[config.mk]
export PLATFORM = sky130hd
export DESIGN_NAME = osd_wbuf_regs
export DESIGN_NICKNAME = d
export VERILOG_FILES = /design/src/rtl/osd_wbuf_pkg.sv /design/src/rtl/osd_addr_dec.sv /design/src/rtl/osd_data_buf.sv /design/src/rtl/osd_ctl_stat.sv /design/src/rtl/osd_wbuf_regs.sv
export SDC_FILE = /design/constraint.sdc
export NUM_CORES = 1
export LEC_CHECK = 0
export CORE_UTILIZATION = 34
export DETAILED_ROUTE_END_ITERATION = 10
export PLACE_DENSITY = 0.7
export SLEW_MARGIN = 20
export SYNTH_ARGS = -nofsm -noshare
export SYNTH_HDL_FRONTEND = slang
export SYNTH_SLANG_ARGS = --single-unit
[constraint.sdc]
create_clock -name clk -period 3 [get_ports clk]
set_clock_uncertainty 0.2 [all_clocks]
set_input_delay 0.6 -clock clk [delete_from_list [all_inputs] [get_ports clk]]
set_output_delay 0.6 -clock clk [all_outputs]
set_load 0.02 [all_outputs]
[src/rtl/osd_wbuf_pkg.sv]
package osd_wbuf_pkg;
  // status/control register bit positions
  localparam int unsigned ST_READY = 7;
  localparam int unsigned ST_DONE  = 4;
  localparam int unsigned ST_IEN   = 3;
  localparam int unsigned ST_HALF  = 2;
  localparam int unsigned ST_PH_LO = 0;
  localparam int unsigned PH_W     = 2;
  localparam int unsigned REG_W    = 8;

  typedef struct packed {
    logic       irq_en;
    logic       half;
    logic [PH_W-1:0] phase;
  } osd_ctl_t;
endpackage

[src/rtl/osd_addr_dec.sv]
module osd_addr_dec #(
  parameter int unsigned ADDR_W    = 8,
  parameter int unsigned LANES     = 2,
  parameter logic [7:0]  STAT_ADDR = 8'h61,
  parameter logic [7:0]  DATA_BASE = 8'h62
) (
  input  logic [ADDR_W-1:0] addr,
  output logic              stat_hit,
  output logic [LANES-1:0]  lane_hit
);
  assign stat_hit = (addr == ADDR_W'(STAT_ADDR));

  for (genvar g = 0; g < LANES; g++) begin : g_lane
    localparam logic [ADDR_W-1:0] LANE_ADDR = ADDR_W'(DATA_BASE) + ADDR_W'(g);
    assign lane_hit[g] = (addr == LANE_ADDR);
  end
endmodule

[src/rtl/osd_data_buf.sv]
module osd_data_buf #(
  parameter int unsigned DATA_W = 8,
  parameter int unsigned LANES  = 2,
  localparam int unsigned WORD_W = DATA_W * LANES
) (
  input  logic              clk,
  input  logic              rst_n,
  input  logic              wr_en,
  input  logic [DATA_W-1:0] wdata,
  input  logic [LANES-1:0]  lane_hit,
  output logic              busy,
  output logic              xfer_valid,
  input  logic              xfer_ready,
  output logic [WORD_W-1:0] xfer_data
);
  logic pending;
  logic commit;
  logic accept;

  // lane 0 (low byte) commits the word; all lanes are locked while pending
  assign commit = wr_en && lane_hit[0] && !pending;
  assign accept = pending && xfer_ready;

  for (genvar g = 0; g < LANES; g++) begin : g_byte
    logic [DATA_W-1:0] q;
    always_ff @(posedge clk or negedge rst_n) begin
      if (!rst_n)                             q <= '0;
      else if (wr_en && lane_hit[g] && !pending) q <= wdata;
    end
    assign xfer_data[g*DATA_W +: DATA_W] = q;
  end

  always_ff @(posedge clk or negedge rst_n) begin
    if (!rst_n)      pending <= 1'b0;
    else if (commit) pending <= 1'b1;
    else if (accept) pending <= 1'b0;
  end

  assign busy       = pending;
  assign xfer_valid = pending;

  AST_COMMIT_BUSY: assert property (@(posedge clk) disable iff (!rst_n)
    (wr_en && lane_hit[0] && !xfer_valid) |=> xfer_valid);
  AST_HOLD_OFFER: assert property (@(posedge clk) disable iff (!rst_n)
    (xfer_valid && !xfer_ready) |=> (xfer_valid && $stable(xfer_data)));
  AST_ACCEPT_FREES: assert property (@(posedge clk) disable iff (!rst_n)
    (xfer_valid && xfer_ready) |=> !xfer_valid);
  AST_BUSY_DROPS: assert property (@(posedge clk) disable iff (!rst_n)
    (busy && wr_en) |=> $stable(xfer_data));
endmodule

[src/rtl/osd_ctl_stat.sv]
module osd_ctl_stat
  import osd_wbuf_pkg::*;
(
  input  logic             clk,
  input  logic             rst_n,
  input  logic             wr_en,
  input  logic             stat_hit,
  input  logic [REG_W-1:0] wdata,
  input  logic             frame_end,
  output osd_ctl_t         ctl,
  output logic             done_flag,
  output logic             irq
);
  logic stat_wr;
  assign stat_wr = wr_en && stat_hit;

  always_ff @(posedge clk or negedge rst_n) begin
    if (!rst_n) begin
      ctl <= '0;
    end else if (stat_wr) begin
      ctl.irq_en <= wdata[ST_IEN];
      ctl.half   <= wdata[ST_HALF];
      ctl.phase  <= wdata[ST_PH_LO +: PH_W];
    end
  end

  // event flag: set by pulse, write-one-to-clear, set has priority
  always_ff @(posedge clk or negedge rst_n) begin
    if (!rst_n)                          done_flag <= 1'b0;
    else if (frame_end)                  done_flag <= 1'b1;
    else if (stat_wr && wdata[ST_DONE])  done_flag <= 1'b0;
  end

  assign irq = done_flag && ctl.irq_en;

  AST_EVENT_SETS: assert property (@(posedge clk) disable iff (!rst_n)
    frame_end |=> done_flag);
  AST_MASKED_QUIET: assert property (@(posedge clk) disable iff (!rst_n)
    !ctl.irq_en |-> !irq);
  AST_ZERO_KEEPS: assert property (@(posedge clk) disable iff (!rst_n)
    (stat_wr && !wdata[ST_DONE] && done_flag) |=> done_flag);
  AST_CTRL_LOADS: assert property (@(posedge clk) disable iff (!rst_n)
    stat_wr |=> (ctl.phase == $past(wdata[ST_PH_LO +: PH_W])));
endmodule

[src/rtl/osd_wbuf_regs.sv]
module osd_wbuf_regs
  import osd_wbuf_pkg::*;
#(
  parameter int unsigned ADDR_W    = 8,
  parameter int unsigned DATA_W    = 8,
  parameter int unsigned LANES     = 2,
  parameter logic [7:0]  STAT_ADDR = 8'h61,
  parameter logic [7:0]  DATA_BASE = 8'h62,
  localparam int unsigned WORD_W   = DATA_W * LANES
) (
  input  logic              clk,
  input  logic              rst_n,
  input  logic [ADDR_W-1:0] cpu_addr,
  input  logic              cpu_wr,
  input  logic [DATA_W-1:0] cpu_wdata,
  output logic [DATA_W-1:0] cpu_rdata,
  input  logic              frame_end,
  output logic              xfer_valid,
  input  logic              xfer_ready,
  output logic [WORD_W-1:0] xfer_data,
  output logic              irq,
  output logic              pix_half,
  output logic [PH_W-1:0]   pix_phase
);
  logic             stat_hit;
  logic [LANES-1:0] lane_hit;
  logic             busy;
  logic             done_flag;
  osd_ctl_t         ctl;
  logic [REG_W-1:0] stat_val;

  osd_addr_dec #(
    .ADDR_W(ADDR_W), .LANES(LANES),
    .STAT_ADDR(STAT_ADDR), .DATA_BASE(DATA_BASE)
  ) u_dec (
    .addr(cpu_addr), .stat_hit(stat_hit), .lane_hit(lane_hit)
  );

  osd_data_buf #(.DATA_W(DATA_W), .LANES(LANES)) u_buf (
    .clk(clk), .rst_n(rst_n), .wr_en(cpu_wr), .wdata(cpu_wdata),
    .lane_hit(lane_hit), .busy(busy),
    .xfer_valid(xfer_valid), .xfer_ready(xfer_ready), .xfer_data(xfer_data)
  );

  osd_ctl_stat u_ctl (
    .clk(clk), .rst_n(rst_n), .wr_en(cpu_wr), .stat_hit(stat_hit),
    .wdata(cpu_wdata[REG_W-1:0]), .frame_end(frame_end),
    .ctl(ctl), .done_flag(done_flag), .irq(irq)
  );

  assign pix_half  = ctl.half;
  assign pix_phase = ctl.phase;

  always_comb begin
    stat_val                     = '0;
    stat_val[ST_READY]           = !busy;
    stat_val[ST_DONE]            = done_flag;
    stat_val[ST_IEN]             = ctl.irq_en;
    stat_val[ST_HALF]            = ctl.half;
    stat_val[ST_PH_LO +: PH_W]   = ctl.phase;
  end

  always_comb begin
    cpu_rdata = '0;
    if (stat_hit) cpu_rdata[REG_W-1:0] = stat_val;
    for (int i = 0; i < int'(LANES); i++) begin
      if (lane_hit[i]) cpu_rdata = xfer_data[i*DATA_W +: DATA_W];
    end
  end

  AST_READY_MIRROR: assert property (@(posedge clk) disable iff (!rst_n)
    (stat_hit && xfer_valid) |-> !cpu_rdata[ST_READY]);
endmodule

After elaboration in Yosys (flattened, before gate mapping). Cells that the tools add are included.

Register bits after elaboration: 22. Bits in latches: 0. RAM bits: 0. ROM bits: 0. Input bits: 21. Output and inout port bits: 29. Memories: 0.

Add/sub/neg operators: 0. Multiply operators: 0. Div/mod/pow operators: 0. Magnitude comparators: 0. Eq/ne operators: 3. Shift-type cells: 0. Mux-type cells: 7. Bitwise operators: 0. Reduce and logical (&&, ||, !) cells: 11.

Operators by type and width (number): 8-bit by 7-bit == test with 1-bit output (second input constant) (3); 8-bit two-way mux (3); 1-bit logical AND (8); 1-bit two-way mux (4); 2-bit nonzero test (2); 1-bit logical NOT (1).

Depth between registers and ports, before layout.
Depth after elaboration: 5. Gate-level depth with buffers: 4. Gate-level depth less buffers: 3.

Modules after synthesis. Synthesis repeated with hierarchy kept, for this count alone.

Cells, all modules: 88. Area total of the unflattened synthesis: 1096.1 µm².

By module, submodules not included: osd_data_buf (instances 1, cells an instance 38, area each 661.9 µm², seq. area each 425.4 µm²); osd_ctl_stat (instances 1, cells an instance 13, area each 210.2 µm², seq. area each 125.1 µm²); osd_wbuf_regs (instances 1, cells an instance 32, area each 178.9 µm², seq. area each 0.0 µm²); osd_addr_dec (instances 1, cells an instance 5, area each 45.0 µm², seq. area each 0.0 µm²).

Worst setup path before layout. No wires, ideal clock.

Path kind: input -> output. From: in cpu_addr[7]. To: out cpu_rdata[5]. Arrival time: 2184 ps. Data required time: 2200 ps. Setup slack: 16 ps. Stages on the path: 4. Buffers on the path: 1. Cell sequence: or4b_4 > or3_1 > clkbuf_1 > nor3b_1.

Longest elaborated chain between the ends: 3. Elaborated cells on any way between the ends: 4. Those cells by class: 2 x eq/ne; 2 x mux.

RTL lines: start, declared (RTL line osd_wbuf_regs.sv:13) `input logic [ADDR_W-1:0] cpu_addr,`; 8-bit by 7-bit == test with 1-bit output (RTL line osd_addr_dec.sv:15) `assign lane_hit[g] = (addr == LANE_ADDR);`; 8-bit two-way mux (RTL line osd_wbuf_regs.sv:67) `if (lane_hit[i]) cpu_rdata = xfer_data[i*DATA_W +: DATA_W];`; 8-bit two-way mux (*) (RTL line osd_wbuf_regs.sv:67); end, declared (RTL line osd_wbuf_regs.sv:16) `output logic [DATA_W-1:0] cpu_rdata,`.

Mark *: on every way between the ends. The rest lies on a longest branch, timed or not.

Final worst setup path.
From: in cpu_addr[2]. To: out cpu_rdata[7].

Longest elaborated chain between the ends: 4. Elaborated cells on any way between the ends: 6. Those cells by class: 3 x eq/ne; 3 x mux.

RTL lines: 8-bit by 7-bit == test with 1-bit output (RTL line osd_addr_dec.sv:11) `assign stat_hit = (addr == ADDR_W'(STAT_ADDR));`; 8-bit two-way mux (RTL line osd_wbuf_regs.sv:65) `if (stat_hit) cpu_rdata[REG_W-1:0] = stat_val;`; 8-bit two-way mux (RTL line osd_wbuf_regs.sv:67); 8-bit two-way mux (*) (RTL line osd_wbuf_regs.sv:67).

Marked as above.

==> summary.md <==
| Metric | Value |
|---|---|
| Status | `finished clean` |
| Routed len/inst | `15.2 um` |
| CTS Buf Count | `3` |
| Synth warn | `0` |
| Distinct cells, synth | `26` |
| Peak Freq | `340 MHz` |
| Largest net degree at the start of global routing | `23` |
| Dpl hpwl | `2.17 mm` |
| RSZ-0062 raised after global routing | `no` |
| CTS sink count | `22` |
| Die area | `3580 um^2` |
| Final WL | `2.93 mm` |
| HP Class | `flip-flop to flip-flop` |
| GRT Total Usage | `17.4%` |
| GPL Wtd Cong | `0.783` |
| Clk buf depth | `2` |
| Post-synth ARST share | `100%` |
| CP delay by family, top | `simple AND/OR/NAND/NOR gates` |
| Vias | `909` |
| End of the worst register-to-register path | `u_buf.g_byte[0].q[7]$_DFFE_PN0P_` |
| Worst-path clk slew | `0.11 ns` |
| Final setup fails | `0` |
| Syn Area/Cell | `13.2 um^2` |
| Pre-CTS setup slack | `-0.656 ns` |
| First-pass iteration count of the detailed router | `3` |
| CP Launch Type | `input port` |
| Top cells by area, synth | `dfrtp_1 48%, mux2_2 17%, mux2_4 11%` |
| Iter 0 DRT Violations | `24` |
| Area leader, netlist | `dfrtp_1` |
| CTS Hold Bufs | `0` |
| Critical path capture point type | `primary output` |
| Post-Syn Instances | `86` |
| Worst setup margin | `0.0566 ns` |
| Worst Path Buf+Inv | `3` |
| Overall die width | `59.8 um` |
| Final Instance Area | `1820 um^2` |
| Die height | `59.8 um` |
| Critical path class | `input port to primary output` |
| Clock latency on the worst-skew pair | `0.30 ns` |
| Vias in the first global route | `931` |
| Count leader, synth | `dfrtp_1` |
| Top post-synthesis cells by count | `22 x dfrtp_1, 17 x mux2_2, 8 x mux2_4, 6 x nor2_1, 5 x a22oi_1` |
| TNS Setup | `0 ns` |
| Worst Path Required | `2.20 ns` |
| Max IR drop VDD | `0.188 mV` |
| Post-route clock period utilization | `98.1%` |
| Multi-input gate area | `573 um^2` |
| Non-Filler Instances | `192` |
| Fraction of layout cells with a size suffix above 1 | `43.2%` |
| Synth top area share | `48.5%` |
| Slowest cell on the critical path | `or4b_4` |
| Critical path destination | `cpu_rdata[7]` |
| Final Hold Vio Count | `0` |
| Synthesis-to-finish area growth | `60.1%` |
| Critical Path Fanout Max | `6` |
| CTS H-tree lvls | `1` |
| Post-route total power | `0.000604 W` |
| Pins Over Slew Limit | `0` |
| Seq cells post-synth | `22` |
| Placed Cells | `188` |
| Tmin final | `2.94 ns` |
| Pleak | `0.822 nW` |
| Netlist Area Pre-Place | `1140 um^2` |
| DRC violation count after routing | `0` |
| Register area | `551 um^2` |
| FF-to-FF setup slack | `1.25 ns` |
| EDFF count, synth | `0` |
| N_diodes | `0` |
| Slew headroom | `78.3%` |
| Grt total ovfl | `0` |
| MaxCap Viol Count | `0` |
| Syn Nets | `107` |
| Critical path depth in cells | `6` |
| Remaining antenna violation count after routing | `0` |
| CP peak stage delay | `0.52 ns` |
| Register area share after synthesis | `48.5%` |
| Core Area | `3100 um^2` |
| Root Driver | `clkbuf_4` |
| Final #Nets | `170` |
| CP Launch Point | `cpu_addr[2]` |
| Reg-to-Reg Start | `u_buf.busy$_DFFE_PN0P_` |
| Core Rows | `20` |
| IO Pins | `50` |
| Post-DP Area | `1760 um^2` |
| Setup repair bufs after CTS | `0` |
| Initial antenna violation count | `0` |
| Power density over the cells | `332 nW/um^2` |
| Reg2reg path depth | `2` |
| First-pass GRT wire length | `4.56 mm` |
| Initial Util | `36.6%` |
| CTS tree | `built` |
| WP data arrival | `2.14 ns` |
| IO buf count | `49` |
| Vias per cell | `4.73` |
| Most used flip-flop cell after synthesis | `dfrtp_1` |
| Worst-Margin Slew | `0.325 ns` |
| Worst-path cell chain | `dlygate4sd2_1 -> or4b_4 -> or3_4 -> buf_8 -> a21oi_2 -> buf_4` |
| Fillers | `280` |
-- how the worst min path moves through the flow --
stage                                          start                          endpoint  slack [ns]  depth (start not counted)
floorplan                                      rst_n            u_buf.busy$_DFFE_PN0P_        0.10                          0
CTS                 u_buf.g_byte[1].q[7]$_DFFE_PN0P_  u_buf.g_byte[1].q[7]$_DFFE_PN0P_        0.34                          1
detailed placement  u_buf.g_byte[1].q[7]$_DFFE_PN0P_  u_buf.g_byte[1].q[7]$_DFFE_PN0P_        0.32                          1
global route                u_ctl.ctl[3]$_DFFE_PN0P_          u_ctl.ctl[3]$_DFFE_PN0P_        0.38                          1
finish              u_buf.g_byte[1].q[7]$_DFFE_PN0P_  u_buf.g_byte[1].q[7]$_DFFE_PN0P_        0.34                          1
global placement    u_buf.g_byte[1].q[7]$_DFFE_PN0P_  u_buf.g_byte[1].q[7]$_DFFE_PN0P_        0.31                          1
-- logic make-up after synthesis --
family	after synthesis	synth area share [%]
multiplexers	27	29.2
flip-flops	22	48.5
AND/OR/NAND/NOR	19	12.7
AO/OA/AOI/OAI	9	5.40
buffers and inverters	9	4.29
-- what timing repair did --
| action | in CTS | in global routing |
|---|---|---|
| gates resized for setup | 58 | 2 |
| setup endpoints to repair | 8 | 7 |
| pin swaps | 2 | 2 |
-- registers in the layout (all words and copies together) (netlist names) --
signal	cells
u_ctl.done_flag	1
u_ctl.ctl	4
u_buf.g_byte.q	16
u_buf.busy	1
-- through the flow --
| step | hold slack, ns | utilization [%] |
|---|---|---|
| floorplan | 0.104 | - |
| global placement | 0.308 | 56.6 |
| detailed placement | 0.317 | 56.6 |
| CTS | 0.343 | 58.5 |
| global route | 0.379 | 58.6 |
| finish | 0.338 | 58.6 |
-- layout by cell type (no fill, tap or decap) --
master | synthesis | layout
dlygate4sd2_1 | 0 | 3
clkbuf_4 | 0 | 3
mux2_2 | 17 | 17
nor4_2 | 1 | 1
or4_4 | 1 | 1
clkdlybuf4s15_1 | 0 | 1
o211ai_1 | 1 | 1
a21oi_2 | 0 | 1
inv_1 | 3 | 3
or3_4 | 0 | 1
nand2b_1 | 1 | 1
nor3b_1 | 2 | 1
mux2_4 | 8 | 8
nor2_2 | 0 | 3
nand2_1 | 1 | 1
buf_8 | 0 | 1
buf_4 | 2 | 17
nor4b_4 | 1 | 1
clkdlybuf4s50_1 | 0 | 37
nand3b_1 | 1 | 1
dfrtp_1 | 22 | 22
and2_1 | 1 | 1
nor2_1 | 6 | 1
buf_2 | 0 | 2
a31oi_1 | 1 | 1
a22oi_1 | 5 | 5
o21ai_0 | 1 | 1
nor2_4 | 0 | 2
or4b_4 | 1 | 1
clkbuf_8 | 0 | 1
nand4b_1 | 1 | 1
mux2i_1 | 2 | 2
nor2b_1 | 1 | 1
buf_6 | 1 | 3
nor3b_2 | 0 | 1
-- layer usage --
metal	global-route usage, %	part of all wire [%]	up-vias
li1	-	-	432
met1	23.7	45	438
met2	27.9	47	36
met3	4.33	6.9	3
met4	3.99	0.58	0
met5	0	0	-
-- area by class of cell --
type	count	area share [%]
Timing Repair Buffer	64	32.6
Multi-Input combinational cell	55	31.5
Sequential cell	22	30.3
Tap cell	44	3.03
Clock buffer	4	1.99
Inverter	3	0.619
-- worst reg2reg max path, stage by stage (launching register included) --
cell     delay, ns
dfrtp_1       0.45
or4_4         0.66
mux2_4        0.34
-- power breakdown --
group | total, W | internal [W] | switching [W]
clock network | 0.000157 | 0.0000741 | 0.0000833
registers | 0.000319 | 0.000309 | 0.0000102
logic | 0.000127 | 0.0000746 | 0.0000528
total | 0.000604 | 0.000458 | 0.000146
(Power assumes the default switching activity.)
